**config.mk**
```make
export PLATFORM = sky130hd
export DESIGN_NAME = prot_region_guard
export DESIGN_NICKNAME = d
export VERILOG_FILES = /design/src/rtl/prot_region_guard.sv
export SDC_FILE = /design/constraint.sdc
export NUM_CORES = 1
export LEC_CHECK = 0
export BUFFER_PORTS_ARGS = -buffer_cell sky130_fd_sc_hd__buf_2
export CAP_MARGIN = 25
export CELL_PAD_IN_SITES_DETAIL_PLACEMENT = 0
export CELL_PAD_IN_SITES_GLOBAL_PLACEMENT = 1
export CORE_ASPECT_RATIO = 1.4
export CORE_UTILIZATION = 45
export DETAILED_ROUTE_END_ITERATION = 6
export HOLD_SLACK_MARGIN = 0.12
export PLACE_DENSITY = 0.83
export REMOVE_ABC_BUFFERS = 1
export SYNTH_ARGS = -nofsm -noshare
export SYNTH_HDL_FRONTEND = slang
export SYNTH_SLANG_ARGS = --single-unit
```
**constraint.sdc**
```tcl
create_clock -name clk -period 5.2 [get_ports clk]
set_input_delay 1.3 -clock clk [delete_from_list [all_inputs] [get_ports clk]]
set_output_delay 1.3 -clock clk [all_outputs]
set_load 0.005 [all_outputs]
```
**src/rtl/prot_region_guard.sv**
```systemverilog
module prot_region_guard #(
  parameter int NREG = 8,
  parameter int AW   = 32,
  parameter int EW   = 6,
  localparam int IW  = (NREG > 1) ? $clog2(NREG) : 1
) (
  input  logic          clk,
  input  logic          rst_n,
  input  logic          cfg_we,
  input  logic [IW-1:0] cfg_idx,
  input  logic [AW-1:0] cfg_base,
  input  logic [EW-1:0] cfg_exp,
  input  logic          cfg_en,
  input  logic [5:0]    cfg_perm,
  output logic          cfg_err,
  input  logic          acc_valid,
  input  logic [AW-1:0] acc_addr,
  input  logic [1:0]    acc_kind,
  input  logic          acc_user,
  output logic          rsp_valid,
  output logic          rsp_fault,
  output logic          rsp_nomatch,
  output logic [IW-1:0] rsp_region,
  output logic [AW-1:0] rsp_addr,
  output logic [1:0]    rsp_kind,
  output logic          rsp_user
);

  function automatic logic [AW-1:0] low_mask(input logic [EW-1:0] e);
    logic [AW-1:0] m;
    for (int i = 0; i < AW; i++) m[i] = (i < int'(e));
    return m;
  endfunction

  logic [AW-1:0] base_q [NREG];
  logic [EW-1:0] exp_q  [NREG];
  logic [5:0]    perm_q [NREG];
  logic [NREG-1:0] en_q, bad_q, hit;

  logic          cfg_misaligned;
  assign cfg_misaligned = |(cfg_base & low_mask(cfg_exp));

  always_ff @(posedge clk) begin
    if (!rst_n) begin
      en_q    <= '0;
      bad_q   <= '0;
      cfg_err <= 1'b0;
      for (int r = 0; r < NREG; r++) begin
        base_q[r] <= '0;
        exp_q[r]  <= '0;
        perm_q[r] <= '0;
      end
    end else if (cfg_we && int'(cfg_idx) < NREG) begin
      base_q[cfg_idx] <= cfg_base;
      exp_q[cfg_idx]  <= cfg_exp;
      perm_q[cfg_idx] <= cfg_perm;
      en_q[cfg_idx]   <= cfg_en;
      bad_q[cfg_idx]  <= cfg_misaligned;
      if (cfg_misaligned) cfg_err <= 1'b1;
    end
  end

  for (genvar r = 0; r < NREG; r++) begin : g_hit
    assign hit[r] = en_q[r] && !bad_q[r] &&
                    (((acc_addr ^ base_q[r]) & ~low_mask(exp_q[r])) == '0);
  end

  logic [IW-1:0] sel;
  logic          any_hit;
  always_comb begin
    sel     = '0;
    any_hit = 1'b0;
    for (int r = 0; r < NREG; r++)
      if (hit[r]) begin
        sel     = IW'(r);
        any_hit = 1'b1;
      end
  end

  logic [5:0] p;
  logic       allowed;
  assign p = perm_q[sel];
  always_comb begin
    case (acc_kind)
      2'd0:    allowed = acc_user ? p[3] : p[0];
      2'd1:    allowed = acc_user ? p[4] : p[1];
      2'd2:    allowed = acc_user ? p[5] : p[2];
      default: allowed = 1'b0;
    endcase
  end

  always_ff @(posedge clk) begin
    if (!rst_n) begin
      rsp_valid   <= 1'b0;
      rsp_fault   <= 1'b0;
      rsp_nomatch <= 1'b0;
      rsp_region  <= '0;
      rsp_addr    <= '0;
      rsp_kind    <= '0;
      rsp_user    <= 1'b0;
    end else begin
      rsp_valid <= acc_valid;
      rsp_fault <= acc_valid && (!any_hit || !allowed);
      if (acc_valid) begin
        rsp_nomatch <= !any_hit;
        rsp_region  <= sel;
        rsp_addr    <= acc_addr;
        rsp_kind    <= acc_kind;
        rsp_user    <= acc_user;
      end
    end
  end

endmodule


```
[After elaboration in Yosys (flattened, before gate mapping)]
Memory sizes are Yosys's and may differ from the RTL's.
Cells that the tools add are included.
Storage, ports and cells
  register bits: 58
  latch bits: 0
  RAM bits: 352
  ROM bits: 0
  input port bits: 87
  logic and storage cells: 409
  memories: 3
Memories
  base_q: words 8, bits a word 32, read ports 8, clocked after Yosys merged registers in 0, write ports 8, RTL line 35  | logic [AW-1:0] base_q [NREG];
  exp_q: words 8, bits a word 6, read ports 8, clocked after Yosys merged registers in 0, write ports 8, RTL line 36  | logic [EW-1:0] exp_q [NREG];
  perm_q: words 8, bits a word 6, read ports 1, clocked after Yosys merged registers in 0, write ports 8, RTL line 37  | logic [5:0] perm_q [NREG];
Operators by class
  $add $sub $neg: 0
  multiply operators: 0
  divide/modulo/power cells: 0
  magnitude comparators: 290
  eq/ne operators: 2
  shifts and indexed selects: 0
  mux-type cells: 36
  bitwise logic cells: 25
  reduce and logical (&&, ||, !) cells: 43
Operators by type and width (number)
  less-than comparator 5 x 6 -> 1 bit, first input constant: 144
  less-than comparator 4 x 6 -> 1 bit, first input constant: 72
  AND 32 bit: 9
  zero test 32 bit: 8
  NOT 32 bit: 8
  bitwise XOR 32 bit: 8
  less-than comparator 3 x 6 -> 1 bit, first input constant: 36
  less-than comparator 1 x 6 -> 1 bit, first input constant: 18
  less-than comparator 2 x 6 -> 1 bit, first input constant: 18
  OR reduction 32 bit: 2
  2-to-1 mux 32 bit: 1
  2-to-1 mux 3 bit: 9
  2-to-1 mux 1 bit: 20
  logical AND 1 bit: 18
  bitwise mux 8 bit: 2
  2-to-1 mux 6 bit: 2
  OR reduction 6 bit: 2
  zero test 1 bit: 10
  less-than comparator 3 x 4 -> 1 bit, second input constant: 1
  demux 1 bit (select 3 bit): 1
  >= comparator 3 x 1 -> 1 bit, second input constant: 1
  one-hot mux 1 bit (3 select lines): 1
  == test 2 x 1 -> 1 bit, second input constant: 1
  == test 2 bit, second input constant: 1
  3 further kinds: 3

[Logic depth before layout (Yosys ltp)]
Gate-level depths: netlist of the first run.
An unclocked memory read counts as a cell.
  depth in word-level cells: 19
  mapped depth: 15
  gate-level depth less buffers: 11

[Least setup slack after synthesis of the first run]
No wires, ideal clock.
  path type: input to register
  start point: input cfg_we
  end point: memory base_q[1][0] (enable)
  arrival time: 4.762 ns
  required time: 4.684 ns
  slack: -0.078 ns
  stages: 2
  buffers on the path: 0
  path through: nand2_1 o31ai_1
RTL lines
  start, declared: RTL line 9  | input logic cfg_we,
  end, declared: RTL line 35

==> results.sh, run 1 <==
export IMPL_via_per_inst=6.03
export IMPL_drcViolationCount=0
export IMPL_whs_ps=465
export IMPL_start_kind="flip-flop"
export IMPL_cts_htree_levels=2
export IMPL_irDropWorstVdd_v=0.000267
export IMPL_dp_slack_ps=310
export IMPL_dieArea_um2=49200
export IMPL_maxSlewHeadroom_pct=30.0
export IMPL_fp_row_count=94
export IMPL_clkSinkCount=410
export IMPL_worst_setup_path_end_kind="flip-flop"
export IMPL_gp_congestion=1.04
export IMPL_fmax_ghz=0.216
export IMPL_synthFlopType="edfxtp_1"
export IMPL_synth_top_family_by_area="simple AND/OR/NAND/NOR gates"
export IMPL_grt_start_max_net_pins=47
export IMPL_finalSetupViolCount=0
export IMPL_antenna_left=0
export IMPL_syn_cell_area_um2=21700
export IMPL_synthTopCellsByCount="edfxtp_1 (352), and2_1 (342), xor2_1 (150), xnor2_1 (103), o21ai_0 (90)"
export IMPL_synth_distinct_cells=96
export IMPL_syn_to_final_growth_pct=12.6
export IMPL_setup_tns_final_ps=0
export IMPL_wire_per_inst_um=30.1
export IMPL_synth_adder_area_share_pct=0.230
export IMPL_fin_skew_ps=35.2
export IMPL_period_needed_ps=4640
export IMPL_cts_tree="done"
export IMPL_clkTransAtPathRegs_ps=70
export IMPL_chipHeight_um=262
export IMPL_instances_no_fill=2691
export IMPL_synthTopCellsByArea="edfxtp_1 (49%), and2_1 (9.8%), xor2_1 (6.0%)"
export IMPL_p_comb_share_pct=13.0
export IMPL_critical_path_class="flip-flop to flip-flop"
export IMPL_insertion_delay_ps=570
export IMPL_ys_warn_count=0
export IMPL_p_int_mw=5.88
export IMPL_async_reset_ff_share_pct=0
export IMPL_synthMuxAreaShare_pct=2.36
export IMPL_wl_um=81000
export IMPL_numPortBuffers=128
export IMPL_dpl_cell_count=2611
export IMPL_drv_slew=0
export IMPL_reg2reg_depth=12
export IMPL_grt_pass1_vias=15700
export IMPL_yosys_register_bits=410
export IMPL_fin_area_um2=24500
export IMPL_boundaryPins=129
export IMPL_synth_edf_count=352
export IMPL_power_switching_share_pct=27.2
export IMPL_cts_path_max_buffers=3
export IMPL_fin_ws_ps=562
export IMPL_pwr_share_seq_pct=49.3
export IMPL_path_cells="o311ai_0 > a22oi_1 > buf_4 > o211ai_1 > nor4_1 > and3_2 > nand2_2 > and3_4 > or4_1 > a211o_1 > nand3_2 > o221ai_2"
export IMPL_yosys_area_share_simple_pct=17.1
export IMPL_vias=16200
export IMPL_cp_required_ps=5630
export IMPL_synth_top_cell_by_area="edfxtp_1"
export IMPL_tightest_slew_ps=1050
export IMPL_synth_top_cell_area_share_pct=48.6
export IMPL_status="completed"
export IMPL_hold_class="flip-flop to flip-flop"
export IMPL_grt_usage_pct=32.6
export IMPL_synth_avg_cell_area_um2=11.3
export IMPL_critPathMaxStageDelay_ps=980
export IMPL_hold_path_depth=1
export IMPL_synth_compound_area_share_pct=11.8
export IMPL_power_density_nw_per_um2=330
export IMPL_rsz0062_at_grt="no"
export IMPL_cts_setup_buffers=0
export IMPL_ctsResizeCount=0
export IMPL_design_core_area_um2=47300
export IMPL_finalCritPeriodShare_pct=89.2
export IMPL_ctsHoldBuffers=0
export IMPL_ys_seq_area_share_pct=54.0
export IMPL_nNetsFinal=2119
export IMPL_arrival_ps=5070
export IMPL_final_layout_size_suffix_gt1_share_pct=15.1
export IMPL_grt_pass1_wl_um=113000
export IMPL_yosysMostFrequentCell="edfxtp_1"
export IMPL_antenna_found_initial=4
export IMPL_dp_final_hpwl_um=56800
export IMPL_grt_overflow_total=0
export IMPL_start_util_pct=46.0
export IMPL_power_switching_mw=2.20
export IMPL_first_pass_iters=6
export IMPL_hold_viol=0
export IMPL_placed_area_um2=23100
export IMPL_critPathMaxFanout=14
export IMPL_p_leak_nw=9.05
export IMPL_synth_cells=1929
export IMPL_crit_path_top_delay_cell="edfxtp_1"
export IMPL_clockPowerShare_pct=37.8
export IMPL_root_buffer="clkbuf_16"
export IMPL_numCtsBuffers=42
export IMPL_synth_xor_area_share_pct=10.5
export IMPL_die_w_um=188
export IMPL_drt_iter0_markers=1737
export IMPL_maxCapViolCount=0
## cell type report
class                   count  area [µm²]
clock inverters            17         166
well taps                 624         781
repair buffers            192        1180
multi-input cells        1338        9240
flip-flops and latches    410       11700
clock buffers              60        1180
fillers                  4207       22800
diodes                      2        5.00
inverters                  48         180
## sequential cells by signal, summed over array words and instances (netlist names)
| signal | count |
|---|---|
| base_q | 256 |
| exp_q | 48 |
| perm_q | 48 |
| rsp_addr | 32 |
| bad_q | 8 |
| en_q | 8 |
| rsp_region | 3 |
| rsp_kind | 2 |
| cfg_err | 1 |
| rsp_fault | 1 |
| rsp_nomatch | 1 |
| rsp_user | 1 |
| rsp_valid | 1 |
## per-layer routing
| layer | wire length [µm] | vias up | track usage, % | part of all wire [%] |
|---|---|---|---|---|
| li1 | - | 7072 | - | - |
| met1 | 28500 | 8045 | 37.3 | 35 |
| met2 | 39200 | 852 | 54.9 | 48 |
| met3 | 6120 | 249 | 5.18 | 7.6 |
| met4 | 7150 | 2 | 25.4 | 8.8 |
| met5 | 25 | - | 0 | 0.031 |
## through the flow
step	util (%)	power (mW)
3_5_place_dp	48.8	5.06
3_3_place_gp	48.7	5.05
6_report	51.7	8.08
4_1_cts	51.7	8.07
5_1_grt	51.7	8.28
2_1_floorplan	-	4.49
## worst max-delay path, delay by kind of cell (launching register included)
kind                   cells  cell delay [ps]
AND/OR/NAND/NOR            6             2020
AO/OA/AOI/OAI              5             1310
flip-flops                 1              980
buffers and inverters      1              190
## cell usage in the layout (no fill, tap or decap), types with 24 or more instances in the layout
cell       count
clkbuf_16     43
edfxtp_1     352
nand2_1       66
buf_2        128
mux2i_1       49
buf_4         60
o211ai_1      30
dfxtp_1       58
o21ai_0       84
xor2_1       150
nor2b_1       40
inv_1         45
o22ai_1       25
nand3_1       24
a21oi_1       65
xnor2_1      103
and2_1       342
nor2_1        79
## power groups by stage
stage	Sequential, mW	Combinational, mW	Clock [mW]
after floorplan	3.98	0.503	0
after global placement	4.03	1.01	0
after detailed placement	4.04	1.02	0
after CTS	3.97	1.03	3.07
after global routing	3.99	1.10	3.18
final	3.98	1.05	3.05
## cell families (layout without fill, tap and decap cells)
group,count (synthesis),count (layout)
other,0,2
XOR/XNOR,256,256
adder cells (fa/ha/maj),5,5
buffers and inverters,181,317
AND/OR/NAND/NOR,650,650
flip-flops,410,410
multiplexers,51,51
AO/OA/AOI/OAI,376,376
## path summary, 6_finish.rpt
path	to	slack (ps)	from
setup / recovery	rsp_fault$_SDFF_PN0_	560	exp_q[6][3]$_SDFFCE_PN0P_
hold / removal	cfg_err$_SDFFE_PN0P_	470	cfg_err$_SDFFE_PN0P_
setup reg to reg	rsp_fault$_SDFF_PN0_	560	exp_q[6][3]$_SDFFCE_PN0P_
hold reg to reg	cfg_err$_SDFFE_PN0P_	470	cfg_err$_SDFFE_PN0P_
Note: power is estimated with default switching activity, not from simulation.
==> run 2, diff against run 1 <==
- ABC_AREA: unset -> 1
- CORE_UTILIZATION: 45 -> 43
- SLEW_MARGIN: unset -> 10
==> run 2 against run 1 <==
Against the previous run:
- design area decreased by 2.0%
- area after synthesis decreased by 2.3%
- non-clock buffer count decreased by 22
- total power increased by 0.46%
- via count increased by 11%
- clock-buffer cell count increased by 11
- die area increased by 2.2%
- worst setup slack improved by 590 ps
- sequential cell count unchanged
- sequential power decreased by 2%
- critical path type is now primary input to flip-flop
- clock skew decreased by 13 ps
- global-route usage increased by 1.1 points
==> results.sh, run 2 <==
export IMPL_status="completed"
export IMPL_crit_path_top_delay_cell="o22ai_1"
export IMPL_irDropWorstVdd_v=0.000241
export IMPL_drcViolationCount=0
export IMPL_largest_reg_flops=256
export IMPL_start_kind="primary input"
export IMPL_hold_viol=0
export IMPL_clkTransAtPathRegs_ps=60
export IMPL_synthMuxAreaShare_pct=0
export IMPL_start_util_pct=43.4
export IMPL_p_leak_nw=9.96
export IMPL_synth_top_cell_area_share_pct=49.8
export IMPL_die_w_um=190
export IMPL_boundaryPins=129
export IMPL_fmax_ghz=0.247
export IMPL_power_total_mw=8.12
export IMPL_ys_warn_count=0
export IMPL_synth_edf_count=352
export IMPL_synthTopCellsByCount="nor2_1 (570), nand2_1 (397), edfxtp_1 (352), inv_1 (184), o21ai_0 (173)"
export IMPL_clkSinkCount=410
export IMPL_final_cell_mix="nor2_1 (570), nand2_1 (389), edfxtp_1 (352)"
export IMPL_final_layout_size_suffix_gt1_share_pct=11.0
export IMPL_power_density_nw_per_um2=339
export IMPL_maxSlewHeadroom_pct=33.0
export IMPL_wire_per_inst_um=26.6
export IMPL_syn_cell_area_um2=21200
export IMPL_critPathTopFamily="simple AND/OR/NAND/NOR gates"
export IMPL_tightest_slew_ps=1000
export IMPL_p_int_mw=5.89
export IMPL_synthFlopType="edfxtp_1"
export IMPL_cts_tree="done"
export IMPL_ys_seq_area_share_pct=55.3
export IMPL_yosys_register_bits=410
export IMPL_p_comb_share_pct=13.2
export IMPL_setup_tns_final_ps=0
export IMPL_insertion_delay_ps=560
export IMPL_crit_top_cell="nand2_1"
export IMPL_antenna_left=0
export IMPL_ctsHoldBuffers=0
export IMPL_grt_pass1_wl_um=120000
export IMPL_cts_path_max_buffers=3
export IMPL_hold_class="flip-flop to flip-flop"
export IMPL_vias=18000
export IMPL_diodes=0
export IMPL_synth_distinct_cells=49
export IMPL_instances_no_fill=3182
export IMPL_maxCapViolCount=0
export IMPL_cp_required_ps=5650
export IMPL_synth_top_family_by_area="simple AND/OR/NAND/NOR gates"
export IMPL_pwr_share_seq_pct=48.0
export IMPL_arrival_ps=4500
export IMPL_clockPowerShare_pct=38.8
export IMPL_critPathMaxStageDelay_ps=610
export IMPL_dp_final_hpwl_um=59200
export IMPL_via_per_inst=5.67
export IMPL_path_cells="buf_2 > xor2_1 > o21ai_0 > nand3_1 > o22ai_1 > nand3_1 > nand2_1 > nand2_1 > nand2_1 > inv_2 > nand2_1 > nand3_1 > nand3_1 > nand3_1 > nand3_1 > nand2_1 > nand2_1 > nand2_1 > nor2_1 > nor2_1"
export IMPL_reg_largest_list="base_q x256, exp_q x48, perm_q x48"
export IMPL_grt_start_max_net_pins=55
export IMPL_syn_to_final_growth_pct=12.9
export IMPL_final_common_cell="nor2_1"
export IMPL_rsz0062_at_grt="no"
export IMPL_synth_xor_area_share_pct=8.34
export IMPL_top_register="base_q"
export IMPL_synth_adder_area_share_pct=0
export IMPL_antenna_found_initial=1
export IMPL_dieArea_um2=50300
export IMPL_fin_skew_ps=21.9
export IMPL_synth_avg_cell_area_um2=8.84
export IMPL_async_reset_ff_share_pct=0
export IMPL_dpl_cell_count=3103
export IMPL_ctsResizeCount=0
export IMPL_grt_overflow_total=0
export IMPL_root_buffer="clkbuf_16"
export IMPL_chipHeight_um=265
export IMPL_drt_iter0_markers=2073
export IMPL_drv_slew=0
export IMPL_grt_usage_pct=33.7
export IMPL_first_pass_iters=6
export IMPL_nNetsFinal=2599
export IMPL_critPathMaxFanout=12
export IMPL_yosysMostFrequentCell="nor2_1"
export IMPL_worst_setup_path_end_kind="flip-flop"
export IMPL_finalSetupViolCount=0
export IMPL_cts_setup_buffers=0
export IMPL_synth_compound_area_share_pct=7.92
export IMPL_cts_htree_levels=2
export IMPL_synth_top_cell_by_area="edfxtp_1"
export IMPL_finalCritPeriodShare_pct=77.8
export IMPL_power_switching_share_pct=27.4
export IMPL_yosys_area_share_simple_pct=22.8
export IMPL_critPathBufInv=2
export IMPL_numPortBuffers=128
export IMPL_grt_pass1_vias=17200
export IMPL_power_switching_mw=2.22
export IMPL_synth_cells=2400
export IMPL_fill_cells=4653
export IMPL_critical_path_class="primary input to flip-flop"
export IMPL_fp_row_count=96
export IMPL_design_core_area_um2=48900
export IMPL_gp_congestion=0.973
export IMPL_period_needed_ps=4040
export IMPL_wl_um=84600
export IMPL_numCtsBuffers=44
export IMPL_synthTopCellsByArea="edfxtp_1 (50%), nor2_1 (10%), nand2_1 (7.0%)"
==> run 2: changes by cell type in the layout (fill, tap and decap cells not counted), sizes merged, moves of 88 or more <==
cell and change:
nor2 +494, inv +145, o21ai +88, nand3 +113, and2 -345, nand2 +336
==> run 2: layout make-up <==
| type | count | area, µm² | area share (%) |
|---|---|---|---|
| clock inverter | 8 | 92.6 | 0.386 |
| timing repair buffer | 170 | 968 | 4.04 |
| tap | 637 | 797 | 3.33 |
| inverter | 200 | 751 | 3.13 |
| clock buffer | 71 | 1310 | 5.46 |
| sequential | 410 | 11700 | 48.9 |
| multi-input combinational | 1686 | 8320 | 34.7 |
==> run 2: kinds of logic after synthesis <==
logic type      Yosys count
xor+xnor                202
flops                   410
simple gates           1180
buf+inv                 304
compound gates          304
==> run 2: power by group through the flow <==
stage	Combinational, mW	Sequential (mW)	Clock [mW]
finish	1.07	3.89	3.15
detailed placement	1.05	3.96	0
floorplan	0.543	3.93	0
global placement	1.05	3.96	0
CTS	1.05	3.89	3.17
global route	1.14	3.92	3.29
==> run 2: per-layer routing <==
layer	global-route usage, %	up-vias	share of wire [%]
li1	-	8135	-
met1	42.1	8710	38
met2	54.8	960	47
met3	4.74	234	8.0
met4	21.3	2	7.1
met5	0	-	0.015
==> run 2: tightest hold or removal path, stage by stage (launching register included) <==
cell	delay, ps
dfxtp_1	330
nor2_1	50
nor2_1	60
==> run 2: through the flow <==
step / hold slack [ps] / setup slack (ps) / util, % / cell area (µm²)
global route: 509 / 999 / 49.0 / 24000
finish: 475 / 1160 / 49.0 / 24000
detailed placement: 457 / 633 / 46.2 / 22600
CTS: 474 / 1220 / 49.0 / 24000
global placement: 455 / 560 / 46.2 / 22600
floorplan: 449 / 919 / - / 20800
==> run 2: final timing paths <==
| check | cells past startpoint | from | slack, ps | end |
|---|---|---|---|---|
| worst max register to register | 21 | exp_q[5][2]$_SDFFCE_PN0P_ | 1240 | rsp_fault$_SDFF_PN0_ |
| worst min register to register | 2 | cfg_err$_SDFFE_PN0P_ | 480 | cfg_err$_SDFFE_PN0P_ |
| worst max-delay path | 20 | acc_addr[16] | 1160 | rsp_fault$_SDFF_PN0_ |
| worst min-delay path | 2 | cfg_err$_SDFFE_PN0P_ | 480 | cfg_err$_SDFFE_PN0P_ |
==> run 3, diff against run 2 <==
- CORE_UTILIZATION: 43 -> 45
- clock period: 5.2 -> 3.85 ns (I/O delays scaled with it)
==> run 3 against run 2 <==
Against the previous run:
- via count rose by 1.1%
- clock power rose by 44%
- design area rose by 3.6%
- first-iteration DRC count fell by 4.4%
- worst hold slack improved by 0.76 ps
- clock skew fell by 11 ps
- non-clock buffer count rose by 78
- sequential cell count did not move
- combinational power rose by 41%
- largest cell class unchanged
==> results.sh, run 3 (same netlist as run 2, synthesis figures left out) <==
export IMPL_status="completed"
export IMPL_min_delay_start="en_q[1]$_SDFFE_PN0P_"
export IMPL_p_leak_nw=10.5
export IMPL_cts_setup_buffers=0
export IMPL_hold_viol=0
export IMPL_numPortBuffers=128
export IMPL_dp_slack_ps=-28.6
export IMPL_dp_final_hpwl_um=57300
export IMPL_grt_pass1_wl_um=116000
export IMPL_cp_startpoint="acc_addr[15]"
export IMPL_numCtsBuffers=44
export IMPL_hold_class="flip-flop to flip-flop"
export IMPL_antenna_left=0
export IMPL_nNetsFinal=2677
export IMPL_finalSetupViolCount=0
export IMPL_drt_iter0_markers=1982
export IMPL_irDropWorstVdd_v=0.000289
export IMPL_maxSlewHeadroom_pct=38.1
export IMPL_wl_um=80900
export IMPL_arrival_ps=3830
export IMPL_root_buffer="clkbuf_16"
export IMPL_cts_path_max_buffers=3
export IMPL_chipHeight_um=259
export IMPL_fin_area_um2=24800
export IMPL_drv_slew=0
export IMPL_critical_path_class="primary input to flip-flop"
export IMPL_start_kind="primary input"
export IMPL_dieArea_um2=48000
export IMPL_worst_setup_path_end_kind="flip-flop"
export IMPL_reg_largest_list="base_q x256, exp_q x48, perm_q x48"
export IMPL_cts_tree="done"
export IMPL_insertion_delay_ps=560
export IMPL_clkSinkCount=410
export IMPL_grt_usage_pct=34.0
export IMPL_ctsHoldBuffers=0
export IMPL_period_needed_ps=3380
export IMPL_fin_ws_ps=471
export IMPL_cp_required_ps=4300
export IMPL_grt_overflow_total=0
export IMPL_maxCapViolCount=0
export IMPL_finalCritPeriodShare_pct=87.8
export IMPL_fmax_ghz=0.296
export IMPL_syn_to_final_growth_pct=17.0
export IMPL_fp_row_count=93
export IMPL_grt_pass1_vias=17600
export IMPL_antenna_found_initial=1
export IMPL_largest_reg_flops=256
export IMPL_start_util_pct=45.8
export IMPL_wire_per_inst_um=25.0
export IMPL_diodes=0
export IMPL_gp_congestion=0.947
export IMPL_top_register="base_q"
export IMPL_fin_skew_ps=11.3
export IMPL_timing_rr_start="exp_q[1][5]$_SDFFCE_PN0P_"
export IMPL_tightest_slew_ps=928
export IMPL_clkTransAtPathRegs_ps=60
export IMPL_power_density_nw_per_um2=455
export IMPL_rsz0062_at_grt="no"
export IMPL_final_common_cell="nor2_1"
export IMPL_die_w_um=186
export IMPL_first_pass_iters=6
export IMPL_cts_htree_levels=2
export IMPL_final_core_util_pct=53.6
export IMPL_placed_area_um2=23300
export IMPL_design_core_area_um2=46300
export IMPL_via_per_inst=5.63
export IMPL_final_layout_size_suffix_gt1_share_pct=13.6
export IMPL_grt_start_max_net_pins=55
export IMPL_final_cell_mix="nor2_1 (570), nand2_1 (389), edfxtp_1 (352)"
export IMPL_drcViolationCount=0
export IMPL_ctsResizeCount=0
export IMPL_vias=18200
export IMPL_critPathMaxFanout=24
export IMPL_boundaryPins=129
-- run 3: cell count changes in the layout (fill, tap and decap cells not counted), moves of 2 or more --
cell       delta
buf_4        +62
clkbuf_1      -7
clkbuf_8      -6
buf_12       +15
bufinv_16     +6
clkinv_1      +7
clkinv_2      +2
-- run 3: through the flow --
stage / TNS (ps) / hold slack, ps / instances / power (mW)
finish: 0 / 476 / 3241 / 11.3
global route: 0 / 503 / 3241 / 11.6
CTS: 0 / 474 / 3240 / 11.3
detailed placement: -28.6 / 463 / 3160 / 6.83
global placement: -91.9 / 452 / 3160 / 6.82
floorplan: -13860 / 449 / 2296 / 6.05
-- run 3: cell type report --
class	instances	area [µm²]
fillers	4370	21500
flip-flops and latches	410	11700
multi-input cells	1686	8320
repair buffers	248	1760
clock buffers	57	1190
well taps	617	772
inverters	200	751
clock inverters	23	310
-- run 3: worst paths after layout --
check             cells after the start                    to  slack (ps)
hold reg to reg                       2  en_q[1]$_SDFFE_PN0P_         480
setup reg to reg                     23  rsp_fault$_SDFF_PN0_         550
hold / removal                        2  en_q[1]$_SDFFE_PN0P_         480
setup / recovery                     23  rsp_fault$_SDFF_PN0_         470
-- run 3: metal layers --
layer	wire length (µm)	track usage, %	vias to the layer above	part of all wire (%)
li1	-	-	8307	-
met1	29300	41.7	8674	36
met2	38500	56.2	1024	48
met3	7320	4.99	227	9.0
met4	5780	21.4	2	7.1
met5	13	0	-	0.016
-- run 3: power by group --
part	leakage, nW	total (mW)	internal (mW)	switching, mW
sequential	3.85	5.26	5.10	0.157
combinational	5.88	1.51	0.486	1.03
clock	0.726	4.53	2.71	1.82
-- run 3: critical path: stages --
cell,delay [ps]
buf_2,110
buf_12,130
xor2_1,520
buf_4,220
o2bb2ai_1,100
nor2_1,70
nand3_1,70
nor2_1,50
nand2_1,220
nand2_1,140
nand2_1,90
nand2_2,60
nand2_4,80
buf_4,280
nand3_1,110
nand2_1,80
nand2_1,50
nand3_1,80
nand3_1,70
nand3_1,100
nand2_1,60
nor2_1,100
nor2_1,50
